$ cat src/rtl/rxs_pkg.sv
package rxs_pkg;
  localparam int STAT_W  = 4;
  localparam int ST_FULL = 0;
  localparam int ST_EOF  = 1;
  localparam int ST_OVF  = 2;
  localparam int ST_UDF  = 3;

  typedef struct packed {
    logic shiftBit;
    logic pushByte;
  } dpCtl_t;
endpackage

$ cat src/rtl/rxs_datapath.sv
module rxs_datapath
  import rxs_pkg::*;
#(
  parameter int DATA_W = 8,
  parameter int CNT_W  = $clog2(DATA_W)
) (
  input  logic              clk,
  input  logic              rstN,
  input  dpCtl_t            ctl,
  input  logic [CNT_W-1:0]  bitSlot,
  input  logic              bitIn,
  input  logic              bitQual,
  output logic [DATA_W-1:0] rxData,
  output logic [DATA_W-1:0] rxValid
);
  logic [DATA_W-1:0] asmData, asmValid;
  logic [DATA_W-1:0] nextData, nextValid;

  always_comb begin
    nextData  = asmData;
    nextValid = asmValid;
    if (ctl.shiftBit) begin
      nextData[bitSlot]  = bitIn;
      nextValid[bitSlot] = bitQual;
    end
  end

  always_ff @(posedge clk or negedge rstN) begin
    if (!rstN) begin
      asmData  <= '0;
      asmValid <= '0;
      rxData   <= '0;
      rxValid  <= '0;
    end else if (ctl.pushByte) begin
      rxData   <= nextData;
      rxValid  <= nextValid;
      asmData  <= '0;
      asmValid <= '0;
    end else begin
      asmData  <= nextData;
      asmValid <= nextValid;
    end
  end

  AST_ASM_EMPTY_AFTER_PUSH: assert property (@(posedge clk) disable iff (!rstN)
    ctl.pushByte |=> (asmData == '0 && asmValid == '0));
endmodule

$ cat src/rtl/rxs_ctrl.sv
module rxs_ctrl
  import rxs_pkg::*;
#(
  parameter int DATA_W = 8,
  parameter int CNT_W  = $clog2(DATA_W)
) (
  input  logic              clk,
  input  logic              rstN,
  input  logic              rxMode,
  input  logic              bitStb,
  input  logic              eofStb,
  input  logic              rdDataStb,
  input  logic              rdStatStb,
  input  logic [STAT_W-1:0] intEn,
  output dpCtl_t            ctl,
  output logic [CNT_W-1:0]  bitSlot,
  output logic [STAT_W-1:0] rxStatus,
  output logic              irq
);
  localparam logic [CNT_W-1:0] LAST_SLOT = CNT_W'(DATA_W - 1);

  logic [CNT_W-1:0]  bitCount;
  logic              occupied;
  logic [STAT_W-1:0] flags, setVec;
  logic              acceptBit, acceptEof, lastBit, pushNow;

  assign acceptBit = rxMode & bitStb;
  assign acceptEof = rxMode & eofStb;
  assign lastBit   = acceptBit && (bitCount == LAST_SLOT);
  assign pushNow   = lastBit || (acceptEof && (acceptBit || bitCount != '0));

  always_comb begin
    ctl.shiftBit = acceptBit;
    ctl.pushByte = pushNow;
  end
  assign bitSlot = bitCount;

  always_comb begin
    setVec          = '0;
    setVec[ST_FULL] = pushNow;
    setVec[ST_EOF]  = acceptEof;
    setVec[ST_OVF]  = pushNow & occupied & ~rdDataStb;
    setVec[ST_UDF]  = rdDataStb & ~occupied;
  end

  always_ff @(posedge clk or negedge rstN) begin
    if (!rstN) begin
      bitCount <= '0;
      occupied <= 1'b0;
      flags    <= '0;
    end else begin
      if (pushNow)        bitCount <= '0;
      else if (acceptBit) bitCount <= bitCount + CNT_W'(1);
      occupied <= pushNow | (occupied & ~rdDataStb);
      flags    <= setVec | (flags & ~{STAT_W{rdStatStb}});
    end
  end

  assign rxStatus = rxMode ? flags : '0;
  assign irq      = |(rxStatus & intEn);

  AST_COUNT_STEP: assert property (@(posedge clk) disable iff (!rstN)
    (acceptBit && !pushNow) |=> (bitCount == $past(bitCount) + CNT_W'(1)));
  AST_FULL_ON_PUSH: assert property (@(posedge clk) disable iff (!rstN)
    pushNow |=> flags[ST_FULL]);
  AST_NO_OVERFLOW: assert property (@(posedge clk) disable iff (!rstN)
    (pushNow && occupied && !rdDataStb) |=> flags[ST_OVF]);
  AST_UNDERFLOW: assert property (@(posedge clk) disable iff (!rstN)
    (rdDataStb && !occupied) |=> flags[ST_UDF]);
  AST_CLEAR_ON_READ: assert property (@(posedge clk) disable iff (!rstN)
    (rdStatStb && !pushNow && !acceptEof && !rdDataStb) |=> (flags == '0));
  AST_QUIET_OUTSIDE_RX: assert property (@(posedge clk) disable iff (!rstN)
    !rxMode |-> !irq);
  AST_HOLD_OUTSIDE_RX: assert property (@(posedge clk) disable iff (!rstN)
    !rxMode |=> $stable(bitCount));
endmodule

$ cat src/rtl/rx_serdes_irq.sv
module rx_serdes_irq
  import rxs_pkg::*;
#(
  parameter int DATA_W = 8
) (
  input  logic              clk,
  input  logic              rstN,
  input  logic              rxMode,
  input  logic              bitStb,
  input  logic              bitIn,
  input  logic              bitQual,
  input  logic              eofStb,
  input  logic              rdDataStb,
  input  logic              rdStatStb,
  input  logic [STAT_W-1:0] intEn,
  output logic [DATA_W-1:0] rxData,
  output logic [DATA_W-1:0] rxValid,
  output logic [STAT_W-1:0] rxStatus,
  output logic              irq
);
  localparam int CNT_W = $clog2(DATA_W);

  dpCtl_t           ctl;
  logic [CNT_W-1:0] bitSlot;

  rxs_ctrl #(.DATA_W(DATA_W), .CNT_W(CNT_W)) i_ctrl (
    .clk(clk), .rstN(rstN), .rxMode(rxMode), .bitStb(bitStb), .eofStb(eofStb),
    .rdDataStb(rdDataStb), .rdStatStb(rdStatStb), .intEn(intEn),
    .ctl(ctl), .bitSlot(bitSlot), .rxStatus(rxStatus), .irq(irq)
  );

  rxs_datapath #(.DATA_W(DATA_W), .CNT_W(CNT_W)) i_datapath (
    .clk(clk), .rstN(rstN), .ctl(ctl), .bitSlot(bitSlot), .bitIn(bitIn),
    .bitQual(bitQual), .rxData(rxData), .rxValid(rxValid)
  );
endmodule

$ cat config.mk
export PLATFORM = sky130hd
export DESIGN_NAME = rx_serdes_irq
export DESIGN_NICKNAME = d
export VERILOG_FILES = /design/src/rtl/rxs_pkg.sv /design/src/rtl/rxs_datapath.sv /design/src/rtl/rxs_ctrl.sv /design/src/rtl/rx_serdes_irq.sv
export SDC_FILE = /design/constraint.sdc
export NUM_CORES = 1
export LEC_CHECK = 0
export BUFFER_PORTS_ARGS = -buffer_cell sky130_fd_sc_hd__buf_2
export CAP_MARGIN = 20
export CELL_PAD_IN_SITES_DETAIL_PLACEMENT = 0
export CELL_PAD_IN_SITES_GLOBAL_PLACEMENT = 1
export CORE_MARGIN = 1
export CORE_UTILIZATION = 42
export CTS_CLUSTER_DIAMETER = 80
export DETAILED_ROUTE_END_ITERATION = 7
export GPL_ROUTABILITY_DRIVEN = 0
export PLACE_DENSITY = 0.85
export SYNTH_ARGS = -nofsm -noshare
export SYNTH_HDL_FRONTEND = slang
export SYNTH_SLANG_ARGS = --single-unit
$ cat constraint.sdc
create_clock -name clk -period 2.3 [get_ports clk]
set_clock_uncertainty 0.2 [all_clocks]
set_input_delay 0.23 -clock clk [delete_from_list [all_inputs] [get_ports clk]]
set_output_delay 0.23 -clock clk [all_outputs]
set_load 0.005 [all_outputs]
# [Yosys cells after proc, flatten, opt, wreduce, memory -nomap -nowiden]
# Index checks and enable logic that the tools add are counted.
[op_classes] add_sub_neg=1 magnitude_cmp=2 eq_ne=1 muxes=11 n_bitwise=13 reduce_logical=8
[op_table] op="$mux 8" n=4
[op_table] op="$bwmux 8" n=2
[op_table] op="$and 4x4->4" n=2
[op_table] op="$and 1x1->1" n=6
[op_table] op="$mux 3" n=2
[op_table] op="$lt 3x4->1 const B" n=1
[op_table] op="$mux 4" n=1
[op_table] op="$not 4->4" n=1
[op_table] op="$or 4x4->4" n=1
[op_table] op="$reduce_or 4->1" n=1
[op_table] op="$add 3x1->3 const B" n=1
[op_table] op="$demux 1 s3" n=1
[op_table] op="$eq 3x3->1 const B" n=1
[op_table] op="$ge 3x1->1 const B" n=1
[op_table] op="$logic_and 1x1->1" n=3
[op_table] op="$reduce_bool 3->1" n=1
[op_table] op="$logic_or 1x1->1" n=2
[op_table] op="$not 1->1" n=2
[op_table] op="$reduce_bool 2->1" n=1
[op_table] op="$mux 1" n=1
[op_table] op="$or 1x1->1" n=1
[totals] regBits=40 in_bits=13 output_inout_bits=21 word_cells=43

# [Longest topological paths before layout]
[logic_depth] word_depth=7 depth_mapped=8 mapped_depth_nobuf=6

# [Hierarchy]
# From an unflattened synthesis, not the netlist that was laid out.
[unflattened] hier_cells=160 hier_area_um2=1747.9
[by_module_without_submodules] mod="rxs_datapath" n_inst=1 cells_each=111 area_each_um2=1285.0 seq_area_each_um2=800.8
[by_module_without_submodules] mod="rxs_ctrl" n_inst=1 cells_each=49 area_each_um2=462.9 seq_area_each_um2=200.2

# [Least setup slack after synthesis]
# OpenSTA, ideal clock, no wires.
[synth_timing] kind="reg-to-reg" from="register i_ctrl.bitCount[1] (netlist: i_ctrl.bitSlot[1])" to="register i_datapath.rxValid[1]" setup_ns=0.079 arrival_ns=1.487 t_required_ns=2.021 slack_ns=0.534 stages_incl_launch_ff=8 n_path_buf=2 synth_period_minus_slack_ns=1.766 cell_sequence="dfrtp_1 -> ha_1 -> ha_1 -> nand2_1 -> a21oi_1 -> buf_4 -> buf_4 -> mux2i_1"
[synth_via] elab_chain_len=6 word_cells_on_any_way=13 cone_classes="order compare (2); eq/ne (1); mux (4); reduce/logical (6)"
[synth_rtl] element="start: declaration" line_no="rxs_ctrl.sv:22" text="logic [CNT_W-1:0] bitCount;"
[synth_rtl] element="start signal: assignment" line_no="rxs_ctrl.sv:53" text="else if (acceptBit) bitCount <= bitCount + CNT_W'(1);"
[synth_rtl] element="$lt 3x4->1 (implied by the code) or $ge 3x1->1 (tied branches)" line_no="rxs_datapath.sv:24" text="nextValid[bitSlot] = bitQual;"
[synth_rtl] element="$logic_and 1x1->1 (implied by the code)" line_no="rxs_datapath.sv:24"
[synth_rtl] element="$mux 1 (implied by the code)" line_no="rxs_datapath.sv:24"
[synth_rtl] element="$demux 1 s3"
[synth_rtl] element="$bwmux 8" line_no="rxs_datapath.sv:24"
[synth_rtl] element="$mux 8" line_no="rxs_datapath.sv:22" text="if (ctl.shiftBit) begin"
[synth_rtl] element="end signal: assignment" line_no="rxs_datapath.sv:36" text="rxValid <= nextValid;"
[synth_rtl] element="end: declaration" line_no="rxs_datapath.sv:14" text="output logic [DATA_W-1:0] rxValid"
# Parallel ways exist; a longest one is shown, timed or not.
# A chain may end at the register's enable or synchronous reset.

# [Final worst setup path]
[layout_timing] from="register i_ctrl.bitCount[0] (netlist: i_ctrl.bitSlot[0])" to="register i_datapath.rxData[4]"
[layout_via] elab_chain_len=6 word_cells_on_any_way=13 cone_classes="order compare (2); eq/ne (1); mux (4); reduce/logical (6)"
[layout_rtl] element="$lt 3x4->1 (implied by the code) or $ge 3x1->1 (tied branches)" line_no="rxs_datapath.sv:23" text="nextData[bitSlot] = bitIn;"
[layout_rtl] element="$logic_and 1x1->1 (implied by the code)" line_no="rxs_datapath.sv:23"
[layout_rtl] element="$mux 1 (implied by the code)" line_no="rxs_datapath.sv:23"
[layout_rtl] element="$demux 1 s3"
[layout_rtl] element="$bwmux 8" line_no="rxs_datapath.sv:23"
[layout_rtl] element="$mux 8" line_no="rxs_datapath.sv:22"
[layout_rtl] element="end signal: assignment" line_no="rxs_datapath.sv:35" text="rxData <= nextData;"
[layout_rtl] element="end: declaration" line_no="rxs_datapath.sv:13" text="output logic [DATA_W-1:0] rxData,"
# Parallel ways exist; a longest one is shown, timed or not.

==> run summary <==
Outcome - complete, no violations
Comb power frac - 21.4%
Crit-path max FO - 21
Placeable Area - 0.00403 mm2
Final setup fails - 0
Worst hold margin - 0.0211 ns
Via count - 1,207
Setup Total Neg Slack - 0 ns
Unrepaired setup endpoints after global routing - no
Number of post-CTS setup repair buffers - 0
1st-pass router iterations - 4
Diodes inserted - 0
Row count - 23
Post-Syn Area - 0.00177 mm2
Compound-Gate Fraction of Synth Area - 5.39%
P&R area growth vs syn - 21.0%
LEAKAGE - 0.00109 uW
Mapped Nets - 175
Max-slew violation count - 0
Initial DRC Count - 29
H-tree levels - 2
Worst endpoint required time - 2.31 ns
Routed Antenna Nets - 0
Num CTS Buffers - 5
Pwr dens - 941 mW/mm2
Internal - 1470 uW
Period utilization - 84.2%
Gr ovfl total - 0
Post-Synth XOR/XNOR Area - 0.496%
I/O Buffers - 33
Initial antenna violation count - 0
Initial core utilization - 43.8%
Final wirelength - 3170 um
Die X - 66.8 um
Largest net degree at the start of global routing - 41
Max-capacitance violation count - 0
CP Launch Type - flip-flop
Max frequency - 516 MHz
Switching share of total power - 26.8%
Vias in the first global route - 1,186
Multiplexer area fraction after synthesis - 18.1%
Post-synthesis sequential area ratio - 56.7%
Sequential share of power - 46.3%
Synth Area in Simple Gates - 10.4%
Net Sw Power - 538 uW
Skew-Pair Late Insertion Delay - 0.28 ns
Worst-margin pin slew - 0.853 ns
Final instance area - 0.00214 mm2
Yosys warns - 0
Worst-path clk slew - 0.07 ns
Die ar. - 0.00447 mm2
Unique masters post-synth - 27
Syn_area_per_cell - 11.1 um2
HP Class - input pin to flip-flop
Crit path time final - 1.94 ns
Clock Power Share - 32.4%
Boundary pin count - 34
Worst VDD drop - 0.464 mV
Synthesized-area fraction occupied by adder cells - 2.13%
Post-Syn Instances - 159
Final design utilization - 53.0%
Power, Total - 2010 uW
Drt drc - 0
Root buffer cell - clkbuf_8
CP endpoint kind - flip-flop
CTS Hold Bufs - 2
Setup CP Type - flip-flop to flip-flop
Placed cell area - 0.00199 mm2
#FFs+latches synth - 40
Largest family of logic cells by synthesized area - multiplexers
CTS tree - built
Final-report hold violation count - 0
Vias/cell - 4.89
Total track usage - 16.7%
Clock buffer depth - 2
Data arrival, critical path - 1.95 ns
Share of layout cells above drive strength 1 - 23.4%
First-pass GRT wire length - 5380 um
Post-CTS Resized - 0
WL per Instance - 12.8 um
Slew margin rel. - 43.2%
Nets@finish - 213
Detailed Place HPWL - 2290 um
Number of clock sinks - 40
Die height - 66.8 um
==> cell usage in the layout, fill, tap and decap left out, drive strengths merged <==
master / netlist / layout
a21o: 2 / 2
a21oi: 3 / 3
a22o: 1 / 1
a22oi: 2 / 2
a32o: 1 / 1
and2: 2 / 2
buf: 5 / 35
bufinv: 0 / 2
clkbuf: 1 / 5
dfrtp: 40 / 40
dlygate4sd3: 0 / 2
ha: 3 / 3
inv: 23 / 23
mux2i: 32 / 32
nand2: 4 / 4
nand2b: 3 / 3
nand3: 2 / 2
nor2: 22 / 22
nor3: 4 / 4
o21ai: 5 / 5
o22ai: 1 / 1
or3: 1 / 1
or4: 1 / 1
xnor2: 1 / 1
==> sequential cells by signal, summed over array words and instances (netlist names) <==
| name | cells |
|---|---|
| i_datapath.rxValid | 8 |
| i_ctrl.flags | 4 |
| i_datapath.asmData | 8 |
| i_datapath.asmValid | 8 |
| i_datapath.rxData | 8 |
| i_ctrl.bitSlot | 3 |
| i_ctrl.occupied | 1 |
==> layer usage <==
layer,global-route usage [%],part of all wire [%]
met2,26.5,46
met1,20.1,46
met3,5.48,5.8
met5,0,0
met4,8.78,1.8
==> through the flow <==
step	std cells	setup slack, ns
global placement	238	0.441
global route	247	0.173
finish	247	0.364
floorplan	159	0.534
detailed placement	238	0.353
CTS	247	0.348
==> power by group through the flow <==
| stage | Combinational [uW] | Clock (uW) | Sequential, uW |
|---|---|---|---|
| 2_1_floorplan | 271 | 0 | 934 |
| 3_3_place_gp | 415 | 0 | 935 |
| 3_5_place_dp | 435 | 0 | 941 |
| 4_1_cts | 440 | 666 | 931 |
| 5_1_grt | 496 | 705 | 948 |
| 6_report | 429 | 650 | 930 |
==> area by class of cell <==
type                       instances  area [um2]
clock inverter                     2        60.1
clock buffer                       5        68.8
tap                               50        62.6
fill                             375        1890
timing repair buffer              37         200
inverter                          23        86.3
multi-input combinational         90         657
sequential                        40        1000
==> synthesized netlist by cell type <==
master / number / area [um2]
a21o_1: 2 / 15.0
a21oi_1: 3 / 15.0
a22o_1: 1 / 8.76
a22oi_1: 2 / 15.0
a32o_1: 1 / 10.0
and2_1: 2 / 12.5
buf_1: 1 / 3.75
buf_2: 2 / 10.0
buf_4: 2 / 15.0
clkbuf_1: 1 / 3.75
dfrtp_1: 40 / 1000
ha_1: 3 / 37.5
inv_1: 23 / 86.3
mux2i_1: 32 / 320
nand2_1: 3 / 11.3
nand2_2: 1 / 6.26
nand2b_1: 3 / 18.8
nand3_1: 2 / 10.0
nor2_1: 22 / 82.6
nor3_1: 3 / 15.0
nor3_2: 1 / 10.0
o21ai_0: 4 / 20.0
o21ai_1: 1 / 5.00
o22ai_1: 1 / 6.26
or3_1: 1 / 6.26
or4_4: 1 / 11.3
xnor2_1: 1 / 8.76
==> critical path: stages (launching register included) <==
cell	delay, ns
dfrtp_1	0.44
inv_1	0.10
ha_1	0.21
nand2b_1	0.09
o21ai_0	0.13
a21oi_4	0.17
buf_4	0.29
mux2i_1	0.23
==> logic make-up after synthesis <==
family / Yosys count
mux: 32
compound gates: 15
simple gates: 39
buf+inv: 29
flops: 40
fa+ha+maj: 3
xor+xnor: 1
==> path summary, 6_finish.rpt <==
kind / start / end / slack, ns / cells past startpoint
min reg2reg: i_ctrl.occupied / i_ctrl.flags[3] / 0.30 / 1
max: i_ctrl.bitSlot[0] / i_datapath.rxData[4] / 0.36 / 7
min in group asynchronous: rstN / i_ctrl.flags[0] / 0.39 / 2
max reg2reg: i_ctrl.bitSlot[0] / i_datapath.rxData[4] / 0.36 / 7
min: eofStb / i_ctrl.flags[1] / 0.02 / 3
max in group asynchronous: rstN / i_ctrl.flags[2] / 0.97 / 2
No activity file was read; power rests on OpenSTA's default activity.
